$ cat src/rtl/cw_pkg.sv
package cw_pkg;

    typedef enum logic [2:0] {
        ST_IDLE,
        ST_CHECK,
        ST_HREQ,
        ST_HWAIT,
        ST_PREQ,
        ST_PWAIT,
        ST_POUT,
        ST_DONE
    } walk_state_e;

endpackage

$ cat src/rtl/cw_word_index.sv
// Splits a node pointer into the end-marker flag and the masked word index.
module cw_word_index #(
    parameter int NODE_W = 24,
    parameter int MEM_AW = 21,
    localparam int WORD_W = MEM_AW - 2
) (
    input  logic [NODE_W-1:0] node_i,
    output logic              end_o,
    output logic [WORD_W-1:0] word_o
);
    logic unused_bits;

    assign end_o       = node_i[NODE_W-1];
    assign word_o      = node_i[MEM_AW-1:2];
    assign unused_bits = ^{node_i[NODE_W-2:MEM_AW], node_i[1:0]};
endmodule

$ cat src/rtl/cw_cost_acc.sv
// Running cost estimate: a fixed charge per node plus a per-block charge.
module cw_cost_acc #(
    parameter int CNT_W      = 32,
    parameter int LEN_W      = 8,
    parameter int NODE_COST  = 10,
    parameter int BLOCK_COST = 5
) (
    input  logic             clk,
    input  logic             rst_n,
    input  logic             clr_i,
    input  logic             add_i,
    input  logic [LEN_W-1:0] len_i,
    output logic [CNT_W-1:0] total_o
);
    logic [CNT_W-1:0] total_d, total_q;
    logic [CNT_W-1:0] step;

    always_comb begin
        step = CNT_W'(NODE_COST);
        if (len_i != '0) begin
            step = step + CNT_W'(BLOCK_COST) + CNT_W'(len_i);
        end
        total_d = total_q;
        if (clr_i) begin
            total_d = '0;
        end else if (add_i) begin
            total_d = total_q + step;
        end
    end

    always_ff @(posedge clk or negedge rst_n) begin
        if (!rst_n) begin
            total_q <= '0;
        end else begin
            total_q <= total_d;
        end
    end

    assign total_o = total_q;
endmodule

$ cat src/rtl/cw_out_hold.sv
// Single output holding register on the valid/ready stream.
module cw_out_hold #(
    parameter int DATA_W = 32
) (
    input  logic              clk,
    input  logic              rst_n,
    input  logic              load_i,
    input  logic [DATA_W-1:0] data_i,
    input  logic              ready_i,
    output logic              valid_o,
    output logic [DATA_W-1:0] data_o
);
    typedef struct packed {
        logic              vld;
        logic [DATA_W-1:0] dat;
    } hold_t;

    hold_t h_d, h_q;

    always_comb begin
        h_d = h_q;
        if (load_i) begin
            h_d.vld = 1'b1;
            h_d.dat = data_i;
        end else if (h_q.vld && ready_i) begin
            h_d.vld = 1'b0;
        end
    end

    always_ff @(posedge clk or negedge rst_n) begin
        if (!rst_n) begin
            h_q <= '0;
        end else begin
            h_q <= h_d;
        end
    end

    assign valid_o = h_q.vld;
    assign data_o  = h_q.dat;
endmodule

$ cat src/rtl/dma_chain_walker.sv
module dma_chain_walker #(
    parameter int NODE_W     = 24,
    parameter int LEN_W      = 8,
    parameter int MEM_AW     = 21,
    parameter int CNT_W      = 32,
    parameter int NODE_COST  = 10,
    parameter int BLOCK_COST = 5,
    localparam int DATA_W    = LEN_W + NODE_W,
    localparam int WORD_W    = MEM_AW - 2
) (
    input  logic              clk,
    input  logic              rst_n,
    input  logic              start_i,
    input  logic [DATA_W-1:0] start_addr_i,
    output logic              mem_req_o,
    output logic [MEM_AW-1:0] mem_addr_o,
    input  logic              mem_rvalid_i,
    input  logic [DATA_W-1:0] mem_rdata_i,
    output logic              out_valid_o,
    output logic [DATA_W-1:0] out_data_o,
    input  logic              out_ready_i,
    output logic              busy_o,
    output logic              done_o,
    output logic [CNT_W-1:0]  cycles_o
);
    import cw_pkg::*;

    typedef struct packed {
        walk_state_e       st;
        logic [NODE_W-1:0] node;
        logic [WORD_W-1:0] ptr;
        logic [LEN_W-1:0]  left;
    } walk_regs_t;

    walk_regs_t r_d, r_q;

    logic              node_end;
    logic [WORD_W-1:0] node_word;
    logic [WORD_W-1:0] req_word;
    logic [LEN_W-1:0]  hdr_len;
    logic              cost_clr, cost_add, out_load, out_free;
    logic              unused_start_hi;

    assign hdr_len         = mem_rdata_i[DATA_W-1 -: LEN_W];
    assign unused_start_hi = ^start_addr_i[DATA_W-1:NODE_W];
    assign out_free        = !out_valid_o || out_ready_i;

    cw_word_index #(.NODE_W(NODE_W), .MEM_AW(MEM_AW)) u_idx (
        .node_i (r_q.node),
        .end_o  (node_end),
        .word_o (node_word)
    );

    always_comb begin
        r_d      = r_q;
        mem_req_o = 1'b0;
        req_word = r_q.ptr;
        cost_clr = 1'b0;
        cost_add = 1'b0;
        out_load = 1'b0;
        unique case (r_q.st)
            ST_IDLE: begin
                if (start_i) begin
                    r_d.node = start_addr_i[NODE_W-1:0];
                    cost_clr = 1'b1;
                    r_d.st   = ST_CHECK;
                end
            end
            ST_CHECK: begin
                r_d.st = node_end ? ST_DONE : ST_HREQ;
            end
            ST_HREQ: begin
                mem_req_o = 1'b1;
                req_word  = node_word;
                r_d.st    = ST_HWAIT;
            end
            ST_HWAIT: begin
                if (mem_rvalid_i) begin
                    cost_add = 1'b1;
                    r_d.node = mem_rdata_i[NODE_W-1:0];
                    r_d.ptr  = node_word + WORD_W'(1);
                    r_d.left = hdr_len;
                    r_d.st   = (hdr_len == '0) ? ST_CHECK : ST_PREQ;
                end
            end
            ST_PREQ: begin
                mem_req_o = 1'b1;
                r_d.st    = ST_PWAIT;
            end
            ST_PWAIT: begin
                if (mem_rvalid_i) begin
                    out_load = 1'b1;
                    r_d.ptr  = r_q.ptr + WORD_W'(1);
                    r_d.left = r_q.left - LEN_W'(1);
                    r_d.st   = ST_POUT;
                end
            end
            ST_POUT: begin
                if (out_free) begin
                    r_d.st = (r_q.left == '0) ? ST_CHECK : ST_PREQ;
                end
            end
            ST_DONE: begin
                r_d.st = ST_IDLE;
            end
            default: r_d.st = ST_IDLE;
        endcase
    end

    always_ff @(posedge clk or negedge rst_n) begin
        if (!rst_n) begin
            r_q <= '{st: ST_IDLE, node: '0, ptr: '0, left: '0};
        end else begin
            r_q <= r_d;
        end
    end

    cw_cost_acc #(
        .CNT_W(CNT_W), .LEN_W(LEN_W),
        .NODE_COST(NODE_COST), .BLOCK_COST(BLOCK_COST)
    ) u_cost (
        .clk     (clk),
        .rst_n   (rst_n),
        .clr_i   (cost_clr),
        .add_i   (cost_add),
        .len_i   (hdr_len),
        .total_o (cycles_o)
    );

    cw_out_hold #(.DATA_W(DATA_W)) u_hold (
        .clk     (clk),
        .rst_n   (rst_n),
        .load_i  (out_load),
        .data_i  (mem_rdata_i),
        .ready_i (out_ready_i),
        .valid_o (out_valid_o),
        .data_o  (out_data_o)
    );

    assign mem_addr_o = {req_word, 2'b00};
    assign busy_o     = (r_q.st != ST_IDLE);
    assign done_o     = (r_q.st == ST_DONE);
endmodule

$ cat config.mk
export PLATFORM = sky130hd
export DESIGN_NAME = dma_chain_walker
export DESIGN_NICKNAME = d
export VERILOG_FILES = /design/src/rtl/cw_pkg.sv /design/src/rtl/cw_word_index.sv /design/src/rtl/cw_cost_acc.sv /design/src/rtl/cw_out_hold.sv /design/src/rtl/dma_chain_walker.sv
export SDC_FILE = /design/constraint.sdc
export NUM_CORES = 1
export LEC_CHECK = 0
export BUFFER_PORTS_ARGS = -buffer_cell sky130_fd_sc_hd__buf_4
export CORE_MARGIN = 1.5
export CORE_UTILIZATION = 55
export DETAILED_ROUTE_END_ITERATION = 16
export GPL_ROUTABILITY_DRIVEN = 0
export PLACE_DENSITY = 0.79
export SLEW_MARGIN = 20
export SYNTH_ARGS = -nofsm -noshare
export SYNTH_HDL_FRONTEND = slang
export SYNTH_SLANG_ARGS = --single-unit
$ cat constraint.sdc
create_clock -name clk -period 2.86 [get_ports clk]
set_input_delay 0.429 -clock clk [delete_from_list [all_inputs] [get_ports clk]]
set_output_delay 0.429 -clock clk [all_outputs]
set_load 0.005 [all_outputs]
== Yosys cells after proc, flatten, opt, wreduce, memory -nomap -nowiden ==
Cells that the tools add are included.

* Register bits after elaboration: 119
* Input bits: 69
* Output and inout bits: 89

* Add/subtract/negate cells: 5
* Equal/unequal tests: 11
* Multiplexer cells: 23
* Reductions and logical operators: 16

{| class="wikitable"
|+ Operators by type and width
! kind !! count
|-
| 32-bit 2-to-1 mux || 3
|-
| 27-bit 2-to-1 mux || 2
|-
| 54-bit 2-to-1 mux || 1
|-
| 27-bit one-hot mux with 2 select lines || 1
|-
| 24-bit one-hot mux with 2 select lines || 1
|-
| 19-bit by 1-bit adder with 19-bit output (second input constant) || 2
|-
| 32-bit adder || 1
|-
| 3-bit one-hot mux with 8 select lines || 1
|-
| 19-bit 2-to-1 mux || 1
|-
| 8-bit logical NOT || 2
|-
| 3-bit 2-to-1 mux || 5
|-
| 3-bit == test (second input constant) || 4
|-
| 4-bit by 8-bit adder with 9-bit output (first input constant) || 1
|-
| 1-bit 2-to-1 mux || 8
|-
| 2-bit != test (second input constant) || 4
|-
| 2-bit nonzero test || 4
|-
| 8-bit nonzero test || 1
|-
| 8-bit by 1-bit subtractor with 8-bit output (second input constant) || 1
|-
| 3-bit by 2-bit == test with 1-bit output (second input constant) || 2
|-
| 3-bit AND reduction || 2
|-
| 4-bit AND reduction || 1
|-
| 3-bit by 1-bit == test with 1-bit output (second input constant) || 1
|-
| 3-bit logical NOT || 1
|-
| 3-bit nonzero test || 1
|-
| 4 further kinds || 4
|}

== Longest topological paths before layout ==
* Depth after elaboration: 5
* Depth in mapped cells: 14
* Depth with buffers taken out: 12

== Modules after synthesis ==
Synthesis repeated with hierarchy kept, for this count alone.

* Cells, all modules: 790
* Area total of the unflattened synthesis: 7639.8 sq um

{| class="wikitable"
|+ Modules (own cells, without submodules)
! module !! instances !! cells an instance !! area each (sq um) !! seq. area each (sq um)
|-
| dma_chain_walker || 1 || 455 || 3902.5 || 1351.3
|-
| cw_cost_acc || 1 || 244 || 2209.6 || 800.8
|-
| cw_out_hold || 1 || 71 || 1377.6 || 825.8
|-
| cw_word_index || 1 || 20 || 150.1 || 0.0
|}

== Least setup slack after synthesis ==
Ideal clock, no wire load.

* Path kind: input to register
* From: in mem_rdata_i[29]
* To: reg u_cost.total_q[25], in the netlist u_cost.total_o[25]
* Library setup time: 0.078 ns
* Arrival: 2.860 ns
* Setup slack: -0.078 ns
* Stages: 12
* Path through: clkbuf_1 -> nor3_1 -> and4b_1 -> nor2_1 -> ha_1 -> and3_1 -> and3_1 -> a221oi_1 -> buf_2 -> buf_2 -> o21ai_0 -> a21oi_1

* Word-level cells in the longest chain between the ends: 5
* Elaborated cells between the ends (all ways): 6
* Classes of those cells: 2 x add/sub; 3 x mux; 1 x reduce/logical

{| class="wikitable"
|+ Ends and longest elaborated chain
! item !! RTL line !! source
|-
| start: declaration || dma_chain_walker.sv:18 || <nowiki>input logic [DATA_W-1:0] mem_rdata_i,</nowiki>
|-
| 4-bit by 8-bit adder with 9-bit output / 8-bit nonzero test (equally long branches) || cw_cost_acc.sv:21, cw_cost_acc.sv:20 ||
|-
| 32-bit 2-to-1 mux (*) || cw_cost_acc.sv:20 || <nowiki>if (len_i != '0) begin</nowiki>
|-
| 32-bit adder (*) || cw_cost_acc.sv:27 || <nowiki>total_d = total_q + step;</nowiki>
|-
| 32-bit 2-to-1 mux (*) || cw_cost_acc.sv:26 || <nowiki>end else if (add_i) begin</nowiki>
|-
| 32-bit 2-to-1 mux (*) || cw_cost_acc.sv:24 || <nowiki>if (clr_i) begin</nowiki>
|-
| end signal: assignment || cw_cost_acc.sv:35 || <nowiki>total_q <= total_d;</nowiki>
|-
| end: declaration || cw_cost_acc.sv:15 || <nowiki>logic [CNT_W-1:0] total_d, total_q;</nowiki>
|}

Mark *: on every way between the ends. The rest lies on a longest branch, timed or not. The select of a mux whose other input is x is not followed.
A chain may end at the register's enable or synchronous reset.

== Worst setup path in the final report ==
* From: in mem_rdata_i[24]
* To: reg u_cost.total_q[20], in the netlist u_cost.total_o[20]

Same word-level chain as after synthesis.

==> metrics.yaml <==
grt_start_max_net_pins: 55
worstReg2RegStart: "r_q[52]$_DFFE_PN0P_"
crit_path_top_delay_cell: "or4_1"
critPathBufInv: 4
routed_wirelength_um: 19100
grt_pass1_vias: 6623
met1_usage_pct: 38.1
p_int_mw: 5.59
max_freq_mhz: 374
drtIter0Drc: 604
combPwrFrac_pct: 45.1
ys_seq_elements: 115
start_util_pct: 56.7
yosysWarnings: 0
max_stage_delay_ns: 0.50
fin_crit_sh_pct: 93.6
finClkSkew_ns: 0.00533
clk-insertion-delay-late_ns: 0.41
wl_per_cell_um: 16.7
sw_frac_of_total_pct: 38.8
dpl_cell_area_um2: 8250
synth_top_area_share_pct: 42.1
synthesis.area_um2: 6840
finalPower_mw: 9.14
ant_nets: 0
vdd_drop_max_v: 0.000614
worst-slew-pin-transition_ns: 0.709
cts_tree: "built"
syn_avg_cell_area_um2: 8.41
hold-worst-slack_ns: 0.0542
die-area_um2: 13100
seq_area_frac_synth_pct: 42.1
start_kind: "primary input"
drv_cap: 0
place_ws_ns: -0.215
grt_util_met2_pct: 48.7
hold_violations: 0
setup_viol: 0
p_clk_share_pct: 22.8
gr-usage-met3_pct: 7.20
synth_ff_type: "dfrtp_1"
floorplan.die.width_um: 115
clk_pin_slew_ns: 0.05
clock_path_buffers: 2
nNetsFinal: 1048
final_area_um2: 8840
p_switching_mw: 3.54
cts_hold_buffers: 0
netlist_instances: 814
arrival_ns: 3.02
maxSlewHeadroom_pct: 52.8
cts_buffers: 17
grt_use_total_pct: 30.0
drcViolationCount: 0
portBuffers: 143
h-tree-depth: 4
cp_cell_sequence: "buf_4, inv_1, ha_1, and4b_1, nor2_1, ha_1, inv_1, fa_1, nand2b_4, a21oi_2, a221oi_2, buf_6, or4_1, a21oi_1"
syn_to_final_growth_pct: 29.2
synth.largest_area_cell: "dfrtp_1"
end_kind: "flip-flop"
crit_fanout: 22
core_area_um2: 12100
drive_above_1_share_pct: 25.5
ios: 158
cp_top_family: "simple AND/OR/NAND/NOR gates"
finalWorstSetupSlack_ns: 0.183
slew_viol_final: 0
hp-class: "in2async"
cp.required_ns: 3.20
status: "finished, final reports clean"
grt_busiest_layer: "met2"
rsz0062_at_grt: "false"
grt_pass1_wl_um: 31400
ys_types: 64
crit_type: "in2reg"
crit_path_start: "mem_rdata_i[24]"
dieHeight_um: 115
clkSinkCount: 115
path_depth: 14
p_seq_share_pct: 32.1
viasPerCell: 6.05
synthArstFlopShare_pct: 100
post_cts_resized: 0
p_leak_nw: 4.16
row_count: 40
grt-ovfl-total: 0
dpl.hpwl_um: 13000
ys_top_cells_by_area: "dfrtp_1 (42%), nand2_1 (9.8%), a21oi_1 (4.0%), nor2_1 (3.2%), o21ai_0 (3.1%)"
fin_crit_ns: 2.68
ctsRootBufferMaster: "clkbuf_16"
num_vias: 6910
synth_enable_flop_cells: 0
powerDensity_nw_per_um2: 1030
drt_pre_antenna_iters: 5
postCtsSetupBuffers: 0
diodes: 0
grt_antenna_before_repair: 0
reg2regPathDepth: 9
power groups by stage:
stage,Combinational [mW],Clock [mW],Sequential (mW)
after detailed placement,4.05,0,2.92
after floorplan,2.61,0,2.75
after CTS,4.09,2.11,2.92
after global placement,3.92,0,2.88
after global routing,4.56,2.17,3.02
final,4.12,2.08,2.94
state kept, by name, indices dropped and copies added (netlist names):
signal and cells:
r_q 50, u_cost.total_o 32, u_hold.data_o 32, u_hold.valid_o 1
cell type report:
| type | instances | area (µm²) |
|---|---|---|
| Multi-Input combinational cell | 622 | 3660 |
| Clock buffer | 24 | 502 |
| Sequential cell | 115 | 2880 |
| Clock inverter | 5 | 75.1 |
| Inverter | 22 | 82.6 |
| Fill cell | 907 | 3220 |
| Tap cell | 168 | 210 |
| Timing Repair Buffer | 187 | 1430 |
per-stage QoR:
stage | cells | util [%] | TNS (ns)
global placement | 1114 | 68.4 | -1.07
floorplan | 815 | - | 0
global route | 1143 | 73.3 | 0
finish | 1143 | 73.3 | 0
CTS | 1143 | 73.2 | 0
detailed placement | 1114 | 68.4 | -2.99
final timing paths:
| kind | endpoint | slack (ns) |
|---|---|---|
| max in group asynchronous | r_q[19]$_DFFE_PN0P_ | 2.04 |
| setup / recovery | u_cost.total_o[20]$_DFFE_PN0P_ | 0.18 |
| setup reg to reg | r_q[22]$_DFFE_PN0P_ | 0.33 |
| hold reg to reg | u_hold.data_o[29]$_DFFE_PN0P_ | 0.48 |
| hold / removal | u_cost.total_o[3]$_DFFE_PN0P_ | 0.05 |
| min in group clk | u_hold.data_o[21]$_DFFE_PN0P_ | 0.20 |
routing by layer:
layer	up-vias	wire, µm
li1	3236	-
met1	3340	8020
met2	291	9180
met3	43	1400
met4	0	480
met5	-	0
cells in the mapped netlist, drive strengths merged (3+ instances only):
master,instances
a211oi,7
a21oi,56
a221o,4
a221oi,5
a22o,6
a31oi,20
a32o,3
and3,13
buf,31
clkbuf,25
dfrtp,115
ha,13
inv,22
mux2,18
mux2i,16
nand2,179
nand2b,7
nand3,23
nand3b,3
nand4,11
nor2,60
nor3,14
nor4,5
o211ai,5
o21ai,43
o221a,4
o221ai,4
o22a,7
o22ai,10
o31ai,19
or3,11
or4,17
xnor2,6
xor2,3
cells by family after synthesis:
family,share of synthesized area [%]
AOI/OAI and AO/OA,19.7
xor gates and xnor gates,1.15
adders and majority gates,2.67
buffers and inverters,4.94
DFF,42.1
muxes,5.30
other,0.0548
and+or+nand+nor,24.1
worst register-to-register path, delay by kind of cell (launching register included):
| family | cells | cell delay (ns) |
|---|---|---|
| simple gates | 4 | 1.04 |
| mux | 2 | 0.39 |
| flops | 1 | 0.38 |
| fa+ha+maj | 1 | 0.31 |
| compound gates | 1 | 0.25 |
| buf+inv | 1 | 0.08 |
cell usage in the layout (no fill, tap or decap), types with 13 or more instances in the layout:
cell type / n
nor2_1: 57
dfrtp_1: 115
a21oi_1: 53
ha_1: 13
and3_1: 13
clkbuf_16: 17
or4_1: 17
nand3_1: 22
o21ai_0: 42
a31oi_1: 20
mux2i_1: 16
mux2_2: 18
buf_4: 184
o31ai_1: 19
inv_1: 22
nor3_1: 14
nand2_1: 178
(Power assumes the default switching activity.)
